## src/rtl/iob_sizer_pkg.sv

```systemverilog
package iob_sizer_pkg;
   typedef enum logic [1:0] {TS_IDLE, TS_MEM, TS_IO, TS_GAP} top_state_e;
   typedef enum logic [1:0] {BS_IDLE, BS_ALE, BS_SETUP, BS_CMD} byte_state_e;
endpackage

```

## src/rtl/iob_rdy_sync.sv

```systemverilog
module iob_rdy_sync #(
   parameter int STAGES = 2
) (
   input  logic clk,
   input  logic rst_n,
   input  logic din,
   output logic dout
);
   generate
      if (STAGES < 1) begin : g_bad
         $error("iob_rdy_sync: STAGES must be at least 1");
      end
      if (STAGES == 1) begin : g_one
         logic q;
         always_ff @(posedge clk or negedge rst_n)
            if (!rst_n) q <= 1'b1;
            else        q <= din;
         assign dout = q;
      end else begin : g_chain
         logic [STAGES-1:0] q;
         always_ff @(posedge clk or negedge rst_n)
            if (!rst_n) q <= '1;
            else        q <= {q[STAGES-2:0], din};
         assign dout = q[STAGES-1];
      end
   endgenerate
endmodule

```

## src/rtl/iob_byte_seq.sv

```systemverilog
module iob_byte_seq
   import iob_sizer_pkg::*;
#(
   parameter int ADDR_W     = 20,
   parameter int SETUP_CLKS = 1,
   parameter int CMD_CLKS   = 6,
   parameter int TMO_CLKS   = 17
) (
   input  logic              clk,
   input  logic              rst_n,
   input  logic              start_i,
   input  logic [ADDR_W-1:0] addr_i,
   input  logic              wr_i,
   input  logic [7:0]        wdata_i,
   input  logic              rdy_i,
   output logic              ale_o,
   output logic              rd_o,
   output logic              wr_o,
   output logic [ADDR_W-1:0] addr_o,
   output logic [7:0]        wdata_o,
   output logic              fin_o,
   output logic              tmo_o
);
   localparam int SW = (SETUP_CLKS > 1) ? $clog2(SETUP_CLKS) : 1;
   localparam int CW = (CMD_CLKS > 1) ? $clog2(CMD_CLKS) : 1;
   localparam int TW = $clog2(TMO_CLKS + 1);
   localparam logic [SW-1:0] SET_LAST = SW'(SETUP_CLKS - 1);
   localparam logic [CW-1:0] CMD_LAST = CW'(CMD_CLKS - 1);
   localparam logic [TW-1:0] TMO_LIM  = TW'(TMO_CLKS);

   generate
      if (SETUP_CLKS < 1) begin : g_bad_setup
         $error("iob_byte_seq: SETUP_CLKS must be at least 1");
      end
      if (TMO_CLKS < 1) begin : g_bad_tmo
         $error("iob_byte_seq: TMO_CLKS must be at least 1");
      end
   endgenerate

   byte_state_e       st;
   logic [SW-1:0]     set_cnt;
   logic [CW-1:0]     cmd_cnt;
   logic [TW-1:0]     stall;
   logic              wr_q;
   logic [ADDR_W-1:0] addr_q;
   logic [7:0]        wdata_q;

   always_ff @(posedge clk or negedge rst_n) begin
      if (!rst_n) begin
         st      <= BS_IDLE;
         set_cnt <= '0;
         cmd_cnt <= '0;
         stall   <= '0;
         wr_q    <= 1'b0;
         addr_q  <= '0;
         wdata_q <= '0;
      end else begin
         unique case (st)
            BS_IDLE: if (start_i) begin
               addr_q  <= addr_i;
               wr_q    <= wr_i;
               wdata_q <= wdata_i;
               st      <= BS_ALE;
            end
            BS_ALE: begin
               set_cnt <= '0;
               st      <= BS_SETUP;
            end
            BS_SETUP: if (set_cnt == SET_LAST) begin
               cmd_cnt <= '0;
               stall   <= '0;
               st      <= BS_CMD;
            end else begin
               set_cnt <= set_cnt + 1'b1;
            end
            BS_CMD: if (!rdy_i) begin
               if (stall == TMO_LIM) st <= BS_IDLE;
               else                  stall <= stall + 1'b1;
            end else begin
               stall <= '0;
               if (cmd_cnt == CMD_LAST) st <= BS_IDLE;
               else                     cmd_cnt <= cmd_cnt + 1'b1;
            end
            default: st <= BS_IDLE;
         endcase
      end
   end

   assign ale_o   = (st == BS_ALE);
   assign rd_o    = (st == BS_CMD) && !wr_q;
   assign wr_o    = (st == BS_CMD) && wr_q;
   assign addr_o  = addr_q;
   assign wdata_o = wdata_q;
   assign fin_o   = (st == BS_CMD) && rdy_i && (cmd_cnt == CMD_LAST);
   assign tmo_o   = (st == BS_CMD) && !rdy_i && (stall == TMO_LIM);
endmodule

```

## src/rtl/iobus_sizer.sv

```systemverilog
module iobus_sizer
   import iob_sizer_pkg::*;
#(
   parameter int ADDR_W       = 20,
   parameter int MEM_CLKS     = 4,
   parameter int IO_BASE_CLKS = 4,
   parameter int IO_WAITS     = 4,
   parameter int SETUP_CLKS   = 1,
   parameter int GAP_CLKS     = 1,
   parameter int RDY_TMO      = 17,
   parameter int SYNC_STAGES  = 2
) (
   input  logic              clk,
   input  logic              rst_n,
   input  logic              req_valid,
   input  logic              req_io,
   input  logic              req_write,
   input  logic [ADDR_W-1:0] req_addr,
   input  logic [1:0]        req_be,
   input  logic [15:0]       req_wdata,
   output logic              cpu_rdy,
   output logic [15:0]       cpu_rdata,
   output logic              mem_sel,
   output logic              mem_write,
   output logic [ADDR_W-1:0] mem_addr,
   output logic [1:0]        mem_be,
   output logic [15:0]       mem_wdata,
   input  logic [15:0]       mem_rdata,
   output logic              ch_ale,
   output logic              ch_rd,
   output logic              ch_wr,
   output logic [ADDR_W-1:0] ch_addr,
   output logic [7:0]        ch_wdata,
   input  logic [7:0]        ch_rdata,
   input  logic              ch_rdy,
   output logic              ch_err
);
   localparam int BYTE_CLKS = IO_BASE_CLKS + IO_WAITS;
   localparam int CMD_CLKS  = BYTE_CLKS - 1 - SETUP_CLKS;
   localparam int MW = (MEM_CLKS > 1) ? $clog2(MEM_CLKS) : 1;
   localparam int GW = (GAP_CLKS > 1) ? $clog2(GAP_CLKS) : 1;
   localparam logic [MW-1:0] MEM_LAST = MW'(MEM_CLKS - 1);
   localparam logic [GW-1:0] GAP_LAST = GW'(GAP_CLKS - 1);

   generate
      if (CMD_CLKS < 1) begin : g_bad_cmd
         $error("iobus_sizer: byte cycle too short for strobe and setup phases");
      end
      if (MEM_CLKS < 1) begin : g_bad_mem
         $error("iobus_sizer: MEM_CLKS must be at least 1");
      end
      if (GAP_CLKS < 1) begin : g_bad_gap
         $error("iobus_sizer: GAP_CLKS must be at least 1");
      end
      if (ADDR_W < 2) begin : g_bad_addr
         $error("iobus_sizer: ADDR_W must be at least 2");
      end
   endgenerate

   top_state_e        state;
   logic [MW-1:0]     mem_cnt;
   logic [GW-1:0]     gap_cnt;
   logic              op_wr;
   logic [ADDR_W-1:0] op_addr;
   logic [1:0]        op_be;
   logic [15:0]       op_wdata;
   logic              cur_hi;
   logic              hi_pend;
   logic [15:0]       rdata_q;
   logic              err_q;

   logic              rdy_s;
   logic              eng_start;
   logic [ADDR_W-1:0] eng_addr;
   logic              eng_wr;
   logic [7:0]        eng_wdata;
   logic              eng_fin;
   logic              eng_tmo;

   iob_rdy_sync #(.STAGES(SYNC_STAGES)) u_sync (
      .clk  (clk),
      .rst_n(rst_n),
      .din  (ch_rdy),
      .dout (rdy_s)
   );

   // First byte comes straight from the request; the second from the held copy.
   always_comb begin
      eng_start = 1'b0;
      eng_addr  = {req_addr[ADDR_W-1:1], (req_be == 2'b10)};
      eng_wr    = req_write;
      eng_wdata = (req_be == 2'b10) ? req_wdata[15:8] : req_wdata[7:0];
      if (state == TS_IDLE && req_valid && req_io) begin
         eng_start = 1'b1;
      end else if (state == TS_GAP && gap_cnt == GAP_LAST) begin
         eng_start = 1'b1;
         eng_addr  = {op_addr[ADDR_W-1:1], 1'b1};
         eng_wr    = op_wr;
         eng_wdata = op_wdata[15:8];
      end
   end

   iob_byte_seq #(
      .ADDR_W    (ADDR_W),
      .SETUP_CLKS(SETUP_CLKS),
      .CMD_CLKS  (CMD_CLKS),
      .TMO_CLKS  (RDY_TMO)
   ) u_seq (
      .clk    (clk),
      .rst_n  (rst_n),
      .start_i(eng_start),
      .addr_i (eng_addr),
      .wr_i   (eng_wr),
      .wdata_i(eng_wdata),
      .rdy_i  (rdy_s),
      .ale_o  (ch_ale),
      .rd_o   (ch_rd),
      .wr_o   (ch_wr),
      .addr_o (ch_addr),
      .wdata_o(ch_wdata),
      .fin_o  (eng_fin),
      .tmo_o  (eng_tmo)
   );

   always_ff @(posedge clk or negedge rst_n) begin
      if (!rst_n) begin
         state    <= TS_IDLE;
         mem_cnt  <= '0;
         gap_cnt  <= '0;
         op_wr    <= 1'b0;
         op_addr  <= '0;
         op_be    <= '0;
         op_wdata <= '0;
         cur_hi   <= 1'b0;
         hi_pend  <= 1'b0;
         rdata_q  <= '0;
         err_q    <= 1'b0;
      end else begin
         err_q <= eng_tmo;
         unique case (state)
            TS_IDLE: if (req_valid) begin
               op_wr    <= req_write;
               op_addr  <= req_addr;
               op_be    <= req_be;
               op_wdata <= req_wdata;
               rdata_q  <= '0;
               if (req_io) begin
                  state   <= TS_IO;
                  cur_hi  <= (req_be == 2'b10);
                  hi_pend <= (req_be == 2'b11);
               end else begin
                  state   <= TS_MEM;
                  mem_cnt <= '0;
               end
            end
            TS_MEM: if (mem_cnt == MEM_LAST) begin
               if (!op_wr) rdata_q <= mem_rdata;
               state <= TS_IDLE;
            end else begin
               mem_cnt <= mem_cnt + 1'b1;
            end
            TS_IO: if (eng_fin) begin
               if (!op_wr) begin
                  if (cur_hi) rdata_q[15:8] <= ch_rdata;
                  else        rdata_q[7:0]  <= ch_rdata;
               end
               if (hi_pend) begin
                  hi_pend <= 1'b0;
                  gap_cnt <= '0;
                  state   <= TS_GAP;
               end else begin
                  state <= TS_IDLE;
               end
            end else if (eng_tmo) begin
               hi_pend <= 1'b0;
               state   <= TS_IDLE;
            end
            TS_GAP: if (gap_cnt == GAP_LAST) begin
               cur_hi <= 1'b1;
               state  <= TS_IO;
            end else begin
               gap_cnt <= gap_cnt + 1'b1;
            end
            default: state <= TS_IDLE;
         endcase
      end
   end

   assign cpu_rdy   = (state == TS_IDLE);
   assign cpu_rdata = rdata_q;
   assign mem_sel   = (state == TS_MEM);
   assign mem_write = op_wr;
   assign mem_addr  = op_addr;
   assign mem_be    = op_be;
   assign mem_wdata = op_wdata;
   assign ch_err    = err_q;
endmodule

```

## config.mk

```make
export PLATFORM = sky130hd
export DESIGN_NAME = iobus_sizer
export DESIGN_NICKNAME = d
export VERILOG_FILES = /design/src/rtl/iob_sizer_pkg.sv /design/src/rtl/iob_rdy_sync.sv /design/src/rtl/iob_byte_seq.sv /design/src/rtl/iobus_sizer.sv
export SDC_FILE = /design/constraint.sdc
export NUM_CORES = 1
export LEC_CHECK = 0
export ABC_AREA = 1
export BUFFER_PORTS_ARGS = -buffer_cell sky130_fd_sc_hd__buf_2
export CORE_MARGIN = 1.5
export CORE_UTILIZATION = 29
export CTS_CLUSTER_DIAMETER = 60
export DETAILED_ROUTE_END_ITERATION = 6
export PLACE_DENSITY = 0.61
export SETUP_SLACK_MARGIN = 0.15
export SLEW_MARGIN = 10
export SYNTH_ARGS = -nofsm -noshare
export SYNTH_HDL_FRONTEND = slang
export SYNTH_SLANG_ARGS = --single-unit
```

## constraint.sdc

```tcl
create_clock -name clk -period 1.5 [get_ports clk]
set_input_delay 0.15 -clock clk [delete_from_list [all_inputs] [get_ports clk]]
set_output_delay 0.15 -clock clk [all_outputs]
set_load 0.01 [all_outputs]
```

==> results of run 1 <==
synth_stat cells, types with 2 or more instances:
library cell  count  area share
a21oi_1          19       0.019
buf_2            11       0.011
buf_4             5      0.0075
buf_6             4      0.0090
clkbuf_1          7      0.0052
dfrtp_1         101        0.50
dfstp_2           2       0.010
ha_1             16       0.040
inv_1            57       0.043
mux2_2           10       0.022
nand2_1         208        0.16
nand2_2           3      0.0037
nand3_1          32       0.032
nand4_1           5      0.0062
nor2_1            9      0.0067
nor2_2            2      0.0025
nor2_4            2      0.0045
o211ai_1         29       0.043
o21ai_0          44       0.044
o21bai_1          2      0.0030
or2_2             9       0.011
per-stage QoR:
| step | setup TNS, ps | std cells |
|---|---|---|
| global route | -4830 | 1021 |
| floorplan | 0 | 587 |
| detailed placement | -738 | 978 |
| finish | -347 | 1021 |
| CTS | -62.0 | 1014 |
| global placement | 0 | 978 |
flip-flops by register name (all words and copies together), names as in the netlist, 3 cells and up:
| signal | flops |
|---|---|
| u_seq.addr_o | 20 |
| u_seq.cmd_cnt | 3 |
| u_seq.wdata_o | 8 |
| mem_addr | 20 |
| mem_wdata | 16 |
| cpu_rdata | 16 |
| u_seq.stall | 5 |
worst min-delay path by stage:
stage | endpoint | slack (ps) | start | cells past startpoint
after floorplan | ch_err | -150 | rst_n | 0
after global placement | mem_addr[7] | 110 | rst_n | 1
after detailed placement | mem_addr[7] | 110 | rst_n | 1
after CTS | mem_addr[0] | 10 | req_addr[0] | 2
after global routing | mem_addr[0] | 10 | req_addr[0] | 2
final | mem_addr[0] | 30 | req_addr[0] | 2
cell type report:
class                   instances  area [µm²]
clock buffers                  12         256
clock inverters                 3        90.1
fillers                      1603        9180
inverters                      58         229
multi-input cells             399        2550
flip-flops and latches        103        2580
well taps                     220         275
repair buffers                226        1590
where the power goes:
part           switching, µW  internal, µW
registers                816          3920
clock network           1060          1720
logic                   4270          3650
cells by family (layout without fill, tap and decap cells):
group / Yosys count / in the layout
AO/OA/AOI/OAI: 99 / 99
XOR/XNOR: 1 / 1
adder cells (fa/ha/maj): 16 / 16
buffers and inverters: 85 / 299
flip-flops: 103 / 103
multiplexers: 11 / 11
AND/OR/NAND/NOR: 272 / 272
timing repair:
item	4_1_cts	5_1_grt
hold endpoints to repair	22	0
endpoints found under the setup margin	101	105
setup buffers	17	7
pin swaps	32	28
hold buffers	2	0
gates resized for setup	102	85
gates cloned	2	0
worst register-to-register path: stages (launching register included):
cell and delay, ps:
dfrtp_1 430, ha_4 190, buf_6 100, nand2_4 40
nor2_4 110, nor2_4 60, nor2_4 220, buf_6 190
nand3_1 80, nand2_1 70
layer usage:
| layer | track usage | part of all wire |
|---|---|---|
| met5 | 0 | 0 |
| met1 | 0.220 | 0.47 |
| met2 | 0.258 | 0.47 |
| met4 | 0.0615 | 0.013 |
| met3 | 0.0270 | 0.042 |
==> summary.txt, run 1 <==
vias: 4663
f_max: 0.650 GHz
worst skew pair latency: 350 ps
gpl congestion: 0.816
Yosys warning total: 0
commonest register cell after synthesis: dfrtp_1
RSZ-0062 raised after global routing: yes
wire length of the first global-routing pass: 22.9 mm
Mapped Cells: 587
die height: 134 µm
worst hold slack: 27.0 ps
EDFF count, synth: 0
initial antenna violation count: 0
Critical R2R Capture: cpu_rdata[5]
DRC errors left: 0
Final setup viols: 24
pwr dens: 2040 nW/µm²
Post-Synth Simple-Gate Area: 0.226
Top Family by Delay on Critical Path: simple AND/OR/NAND/NOR gates
CP Buf/Inv Count: 2
fin area: 7580 µm²
max cap viols: 0
Core Box Area: 16800 µm²
worst-margin pin slew: 392 ps
DRT iter0 DRCs: 300
Final Util: 0.452
crit path kind: reg2reg
DR vias/cell: 4.57
Total GRT Usage: 0.162
failing checks: setup timing
FF+latch count, synth: 103
Worst Setup End Kind: register
placed instance area: 6390 µm²
area of the die: 18100 µm²
Cell Area, Synth: 5010 µm²
number of primary I/O pins: 157
DP HPWL: 9.97 mm
commonest cells after routing, fill and taps aside: nand2_1, buf_2, dfrtp_1
Slew Viols, Final: 0
Synth-to-Final Area Change: 51.1%
XOR/XNOR Fraction of Synth Area: 0.00175
final WL: 14.6 mm
compound-cell area share of the yosys netlist: 0.117
wire length per cell: 14.3 µm
Port Buffer Count: 156
pre-CTS setup slack: -46.8 ps
Critical Path Max Stage Delay: 430 ps
vias in the first global route: 4483
Die Wd: 134 µm
status: finished, violations left
Min-Delay Path Class: in2reg
Hold Vio Cnt, Final: 0
FP Rows: 47
syn_area_per_cell: 8.54 µm²
CP Capture Point: cpu_rdata[5]
Yosys cell types: 31
Synth Area in Adders: 0.0399
largest net degree at the start of global routing: 28
Seq/Total Area, Yosys: 0.515
Antenna Nets Post-Route: 0
startpoint types: register
crit path launch: u_seq.st[1]
CP cell instances: ha_4, buf_6, nand2_4, nor2_4, nor2_4, nor2_4, buf_6, nand3_1, nand2_1
Net count, final: 881
worst r2r path cells: 9
fin crit share: 1.03
main combinational cell family by area after synthesis: simple AND/OR/NAND/NOR gates
commonest non-fill, non-tap cell in the layout: nand2_1
mux contribution to synthesized area: 0.0245
syn nets: 671
crit-path max FO: 8
Final Skew: 7.04 ps
share of layout cells above drive strength 1: 0.462
worst r2r src: u_seq.st[1]
Data arrival, critical path: 1840 ps
R2R setup slack: -40 ps
clk slew on worst S/H paths: 70 ps
final worst slack: -38.6 ps
Worst path depth: 9
total gr overflow: 0
ys async rst share: 1.00
Critical Path Most Common Cell: nor2_4
Initial Util: 0.299
cts bufs inserted: 9
htree depth: 3
Max IR drop VDD: 882 µV
required time worst endpoint: 1800 ps
total power: 15400 µW
Leakage: 0.00398 µW
Longest Clk Path Bufs: 2
CTS tree: done
slowest stage cell on the critical path: dfrtp_1
Slew HR: 0.739
# diodes: 0
minimum clock period: 1540 ps
Clock Tree Root: clkbuf_16
clk sinks: 103
drt pass-1 iters: 6
Power figures use the tool's default switching activity.
==> run 2, diff against run 1 <==
- CORE_ASPECT_RATIO: default -> 1.1
- SKIP_CTS_REPAIR_TIMING: default -> 1
==> run 2 against run 1 <==
The flow still finishes with violations (setup timing). First-iteration DRC count shrank 46%. Die area about the same. Critical endpoint is now mem_sel. Power decreased by 6.7%. Register-to-register slack worse by 20 ps. Core utilization shrank 2.4 points. Setup slack got worse by 24 ps. Maximum frequency fell by 1.5%. Final area shrank 4.1%. Clock power shrank 10%. Critical path depth shrank 5. Cell count down 0.78%. Combinational power decreased by 11%.
==> summary.txt, run 2 (same netlist as run 1, synthesis figures left out) <==
share of layout cells above drive strength 1: 0.426 (was 0.462)
pwr dens: 1980 nW/µm² (was 2040 nW/µm²)
fin crit share: 1.04 (was 1.03)
vias: 4594 (was 4663)
area of the die: 18100 µm² (about the same)
status: finished, violations left (unchanged)
clk sinks: 103 (unchanged)
gpl congestion: 0.789 (was 0.816)
worst skew pair latency: 350 ps (about the same)
commonest cells after routing, fill and taps aside: nand2_1, buf_2, dfrtp_1 (unchanged)
failing checks: setup timing (unchanged)
drt pass-1 iters: 4 (was 6)
Min-Delay Path Class: in2reg (unchanged)
number of primary I/O pins: 157 (unchanged)
Slew HR: 0.646 (was 0.739)
f_max: 0.640 GHz (was 0.650 GHz)
FP Rows: 50 (was 47)
DRT iter0 DRCs: 162 (was 300)
RSZ-0062 raised after global routing: yes (unchanged)
DRC errors left: 0 (unchanged)
wire length of the first global-routing pass: 20.9 mm (was 22.9 mm)
Slew Viols, Final: 0 (unchanged)
clk slew on worst S/H paths: 70 ps (about the same)
Clock Tree Root: clkbuf_16 (unchanged)
Max IR drop VDD: 761 µV (was 882 µV)
minimum clock period: 1560 ps (was 1540 ps)
Antenna Nets Post-Route: 0 (unchanged)
crit-path max FO: 13 (was 8)
worst-margin pin slew: 529 ps (was 392 ps)
vias in the first global route: 4136 (was 4483)
fillers: 1675 (was 1603)
Die Wd: 128 µm (was 134 µm)
Hold Vio Cnt, Final: 0 (unchanged)
cts bufs inserted: 9 (unchanged)
Leakage: 0.00378 µW (was 0.00398 µW)
Core Box Area: 17000 µm² (was 16800 µm²)
wire length per cell: 13.9 µm (was 14.3 µm)
Port Buffer Count: 156 (unchanged)
htree depth: 3 (unchanged)
max cap viols: 0 (unchanged)
Data arrival, critical path: 1410 ps (was 1840 ps)
DP HPWL: 9.86 mm (was 9.97 mm)
total gr overflow: 0 (unchanged)
commonest non-fill, non-tap cell in the layout: nand2_1 (unchanged)
# diodes: 0 (unchanged)
initial antenna violation count: 0 (unchanged)
Longest Clk Path Bufs: 2 (unchanged)
final worst slack: -62.1 ps (was -38.6 ps)
DR vias/cell: 4.54 (was 4.57)
Final setup viols: 59 (was 24)
die height: 141 µm (was 134 µm)
Total GRT Usage: 0.146 (was 0.162)
largest net degree at the start of global routing: 50 (was 28)
CTS tree: done (unchanged)
crit path kind: reg2out (was reg2reg)
total power: 14400 µW (was 15400 µW)
Net count, final: 859 (was 881)
Final Skew: 7.06 ps (was 7.04 ps)
Initial Util: 0.296 (was 0.299)
required time worst endpoint: 1350 ps (was 1800 ps)
final WL: 14.0 mm (was 14.6 mm)
Worst Setup End Kind: primary output (was register)
Synth-to-Final Area Change: 44.9% (was 51.1%)
startpoint types: register (unchanged)
worst hold slack: 29.2 ps (was 27.0 ps)
## run 2: cell types whose count changed in the layout (fill, tap and decap cells not counted), sizes merged
cell	previous run	this run
clkinvlp	1	2
clkinv	0	3
buf	224	199
bufinv	3	2
## run 2: where the power goes
group | switching, µW | internal (µW)
Sequential | 881 | 3930
Combinational | 3920 | 3160
Clock | 1050 | 1450
## run 2: metrics by stage
step	TNS, ps	instances	util	instance area, µm²	worst slack [ps]
after floorplan	0	587	-	5140	4.21
after CTS	-2120	1004	0.395	6690	-160
final	-1790	1013	0.428	7260	-62.1
after detailed placement	-975	989	0.376	6380	-63.6
after global placement	-384	989	0.376	6380	-55.2
after global routing	-6030	1013	0.428	7260	-133
## run 2: path summary, 6_finish.rpt
check                                     from             endpoint  slack (ps)  cells after the start
max                                   state[0]              mem_sel         -60                      4
min                                req_addr[0]          mem_addr[0]          30                      2
max reg2reg                           state[1]      u_seq.addr_o[3]         -60                      8
min reg2reg                u_sync.g_chain.q[0]  u_sync.g_chain.q[1]         360                      0
max in group asynchronous                rst_n  u_sync.g_chain.q[1]         730                      3
min in group asynchronous                rst_n      u_seq.addr_o[7]         200                      2
## run 2: layout make-up
class                           instances  area [µm²]  area share
Clock buffer                            9         225      0.0310
Multi-Input combinational cell        399        2460       0.339
Timing Repair Buffer                  204        1380       0.190
Clock inverter                          6        86.3      0.0119
Tap cell                              234         293      0.0403
Inverter                               58         229      0.0315
Sequential cell                       103        2580       0.356
## run 2: critical path: stages (launching register included)
cell	delay, ps
dfrtp_2	450
buf_4	160
ha_4	170
buf_6	140
buf_2	140
## run 2: routing by layer
metal / track usage / vias up / part of all wire
li1: - / 2275 / -
met3: 0.0269 / 16 / 0.044
met1: 0.198 / 2185 / 0.46
met2: 0.233 / 118 / 0.48
met4: 0.0509 / 0 / 0.013
met5: 0 / - / 0
==> run 3, diff against run 2 <==
- PLACE_DENSITY: 0.61 -> default
==> run 3 against run 2 <==
The flow still finishes with violations (setup timing). Core utilization fell by 0.22 points. Clock power barely moved. Via count decreased by 0.50%. Setup slack got worse by 16 ps. Sequential cell count unchanged. Power increased by 0.36%. Cell count is 0.39% higher. Clock skew is essentially flat. Die area unchanged. Global-route usage up 0.40 points. Sequential share of layout area increased by 0.17 points. Critical path depth is 4 higher.
==> summary.txt, run 3 (same netlist as run 1, synthesis figures left out) <==
Initial Util: 0.296 (unchanged)
slowest stage cell on the critical path: dfrtp_2 (unchanged)
failing checks: setup timing (unchanged)
Synth-to-Final Area Change: 44.1% (was 44.9%)
Slew Viols, Final: 0 (unchanged)
worst r2r path cells: 8 (unchanged)
# diodes: 0 (unchanged)
htree depth: 3 (unchanged)
clk sinks: 103 (unchanged)
Critical Path Max Stage Delay: 430 ps (was 450 ps)
CTS tree: done (unchanged)
worst hold slack: 52.1 ps (was 29.2 ps)
minimum clock period: 1580 ps (was 1560 ps)
status: finished, violations left (unchanged)
fillers: 1663 (was 1675)
required time worst endpoint: 1740 ps (was 1350 ps)
total gr overflow: 0 (unchanged)
wire length per cell: 13.7 µm (was 13.9 µm)
multi-input logic area: 2400 µm² (was 2460 µm²)
wire length of the first global-routing pass: 21.3 mm (was 20.9 mm)
Worst Setup End Kind: register (was primary output)
number of primary I/O pins: 157 (unchanged)
gpl congestion: 0.847 (was 0.789)
Final Skew: 6.68 ps (was 7.06 ps)
fin area: 7230 µm² (was 7260 µm²)
Top Family by Delay on Critical Path: simple AND/OR/NAND/NOR gates (was flip-flops)
Core Box Area: 17000 µm² (unchanged)
DRC errors left: 0 (unchanged)
min-delay src: req_wdata[5] (was req_addr[0])
initial antenna violation count: 0 (unchanged)
WHS Path Cells: 2 (unchanged)
pwr dens: 2000 nW/µm² (was 1980 nW/µm²)
worst r2r src: state[0] (was state[1])
Longest Clk Path Bufs: 2 (unchanged)
commonest cells after routing, fill and taps aside: nand2_1, buf_2, dfrtp_1 (unchanged)
Worst path depth: 8 (was 4)
final WL: 13.9 mm (was 14.0 mm)
Clock Tree Root: clkbuf_16 (unchanged)
share of layout cells above drive strength 1: 0.407 (was 0.426)
Critical R2R Capture: u_seq.wdata_o[3] (was u_seq.addr_o[3])
Min-Delay Path Class: in2reg (unchanged)
vias: 4571 (was 4594)
Port Buffer Count: 156 (unchanged)
commonest non-fill, non-tap cell in the layout: nand2_1 (unchanged)
crit path kind: reg2reg (was reg2out)
area of the die: 18100 µm² (unchanged)
DR vias/cell: 4.49 (was 4.54)
Die Wd: 128 µm (unchanged)
drt pass-1 iters: 5 (was 4)
crit-path max FO: 30 (was 13)
Max IR drop VDD: 820 µV (was 761 µV)
worst skew pair latency: 350 ps (about the same)
DP HPWL: 9.83 mm (was 9.86 mm)
startpoint types: register (unchanged)
cts bufs inserted: 9 (unchanged)
max cap viols: 0 (unchanged)
Final setup viols: 46 (was 59)
worst-margin pin slew: 563 ps (was 529 ps)
largest net degree at the start of global routing: 48 (was 50)
clk slew on worst S/H paths: 70 ps (about the same)
Antenna Nets Post-Route: 0 (unchanged)
CP Buf/Inv Count: 2 (was 3)
R2R setup slack: -80 ps (was -60 ps)
Slew HR: 0.624 (was 0.646)
Hold EP: mem_wdata[5] (was mem_addr[0])
die height: 141 µm (unchanged)
Final Util: 0.426 (was 0.428)
sequential cell area: 2580 µm² (about the same)
Net count, final: 862 (was 859)
DRT iter0 DRCs: 213 (was 162)
Data arrival, critical path: 1820 ps (was 1410 ps)
fin crit share: 1.05 (was 1.04)
Hold Vio Cnt, Final: 0 (unchanged)
vias in the first global route: 4184 (was 4136)
FP Rows: 50 (unchanged)
Leakage: 0.00376 µW (was 0.00378 µW)
placed instance area: 6380 µm² (unchanged)
f_max: 0.634 GHz (was 0.640 GHz)
Total GRT Usage: 0.150 (was 0.146)
CP cell instances: inv_4, ha_4, nand3_4, nand2_2, buf_12, or2_2, nand3_1, nand2_1 (was buf_4, ha_4, buf_6, buf_2)
RSZ-0062 raised after global routing: yes (unchanged)
final worst slack: -77.9 ps (was -62.1 ps)
run 3: routing by layer:
| metal | wire (µm) | track usage | vias to the layer above |
|---|---|---|---|
| met5 | 0 | 0 | - |
| met4 | 238 | 0.0503 | 0 |
| met1 | 6350 | 0.198 | 2135 |
| met2 | 6730 | 0.246 | 130 |
| li1 | - | - | 2289 |
| met3 | 580 | 0.0285 | 17 |
run 3: how the worst max path moves through the flow:
stage / slack [ps] / start / end
after detailed placement: -80 / state[1] / u_seq.wdata_o[6]
after CTS: -200 / u_seq.st[0] / ch_rd
after global routing: -170 / state[0] / u_seq.addr_o[1]
final: -80 / state[0] / u_seq.wdata_o[3]
after global placement: -40 / state[1] / u_seq.wdata_o[6]
after floorplan: 4 / state[0] / cpu_rdata[10]
run 3: final cells by class:
type | count | share of cell area
clock inverters | 6 | 0.0118
multi-input cells | 399 | 0.332
clock buffers | 10 | 0.0317
flip-flops and latches | 103 | 0.358
inverters | 58 | 0.0324
well taps | 234 | 0.0405
repair buffers | 206 | 0.193
repair inverters | 1 | 0.00104
run 3: through the flow:
step           setup slack (ps)  cells  setup TNS [ps]  power (µW)
4_1_cts                    -197   1005           -2500       13200
3_3_place_gp              -35.4    989            -404       10600
5_1_grt                    -167   1017           -6360       15500
3_5_place_dp              -80.4    989           -1540       10600
2_1_floorplan              4.21    587               0        8160
6_report                  -77.9   1017           -1450       14400
run 3: report_power, final:
part	internal (µW)	switching (µW)	total, µW
clock	1460	1060	2520
combinational	3220	3960	7180
sequential	3930	822	4750
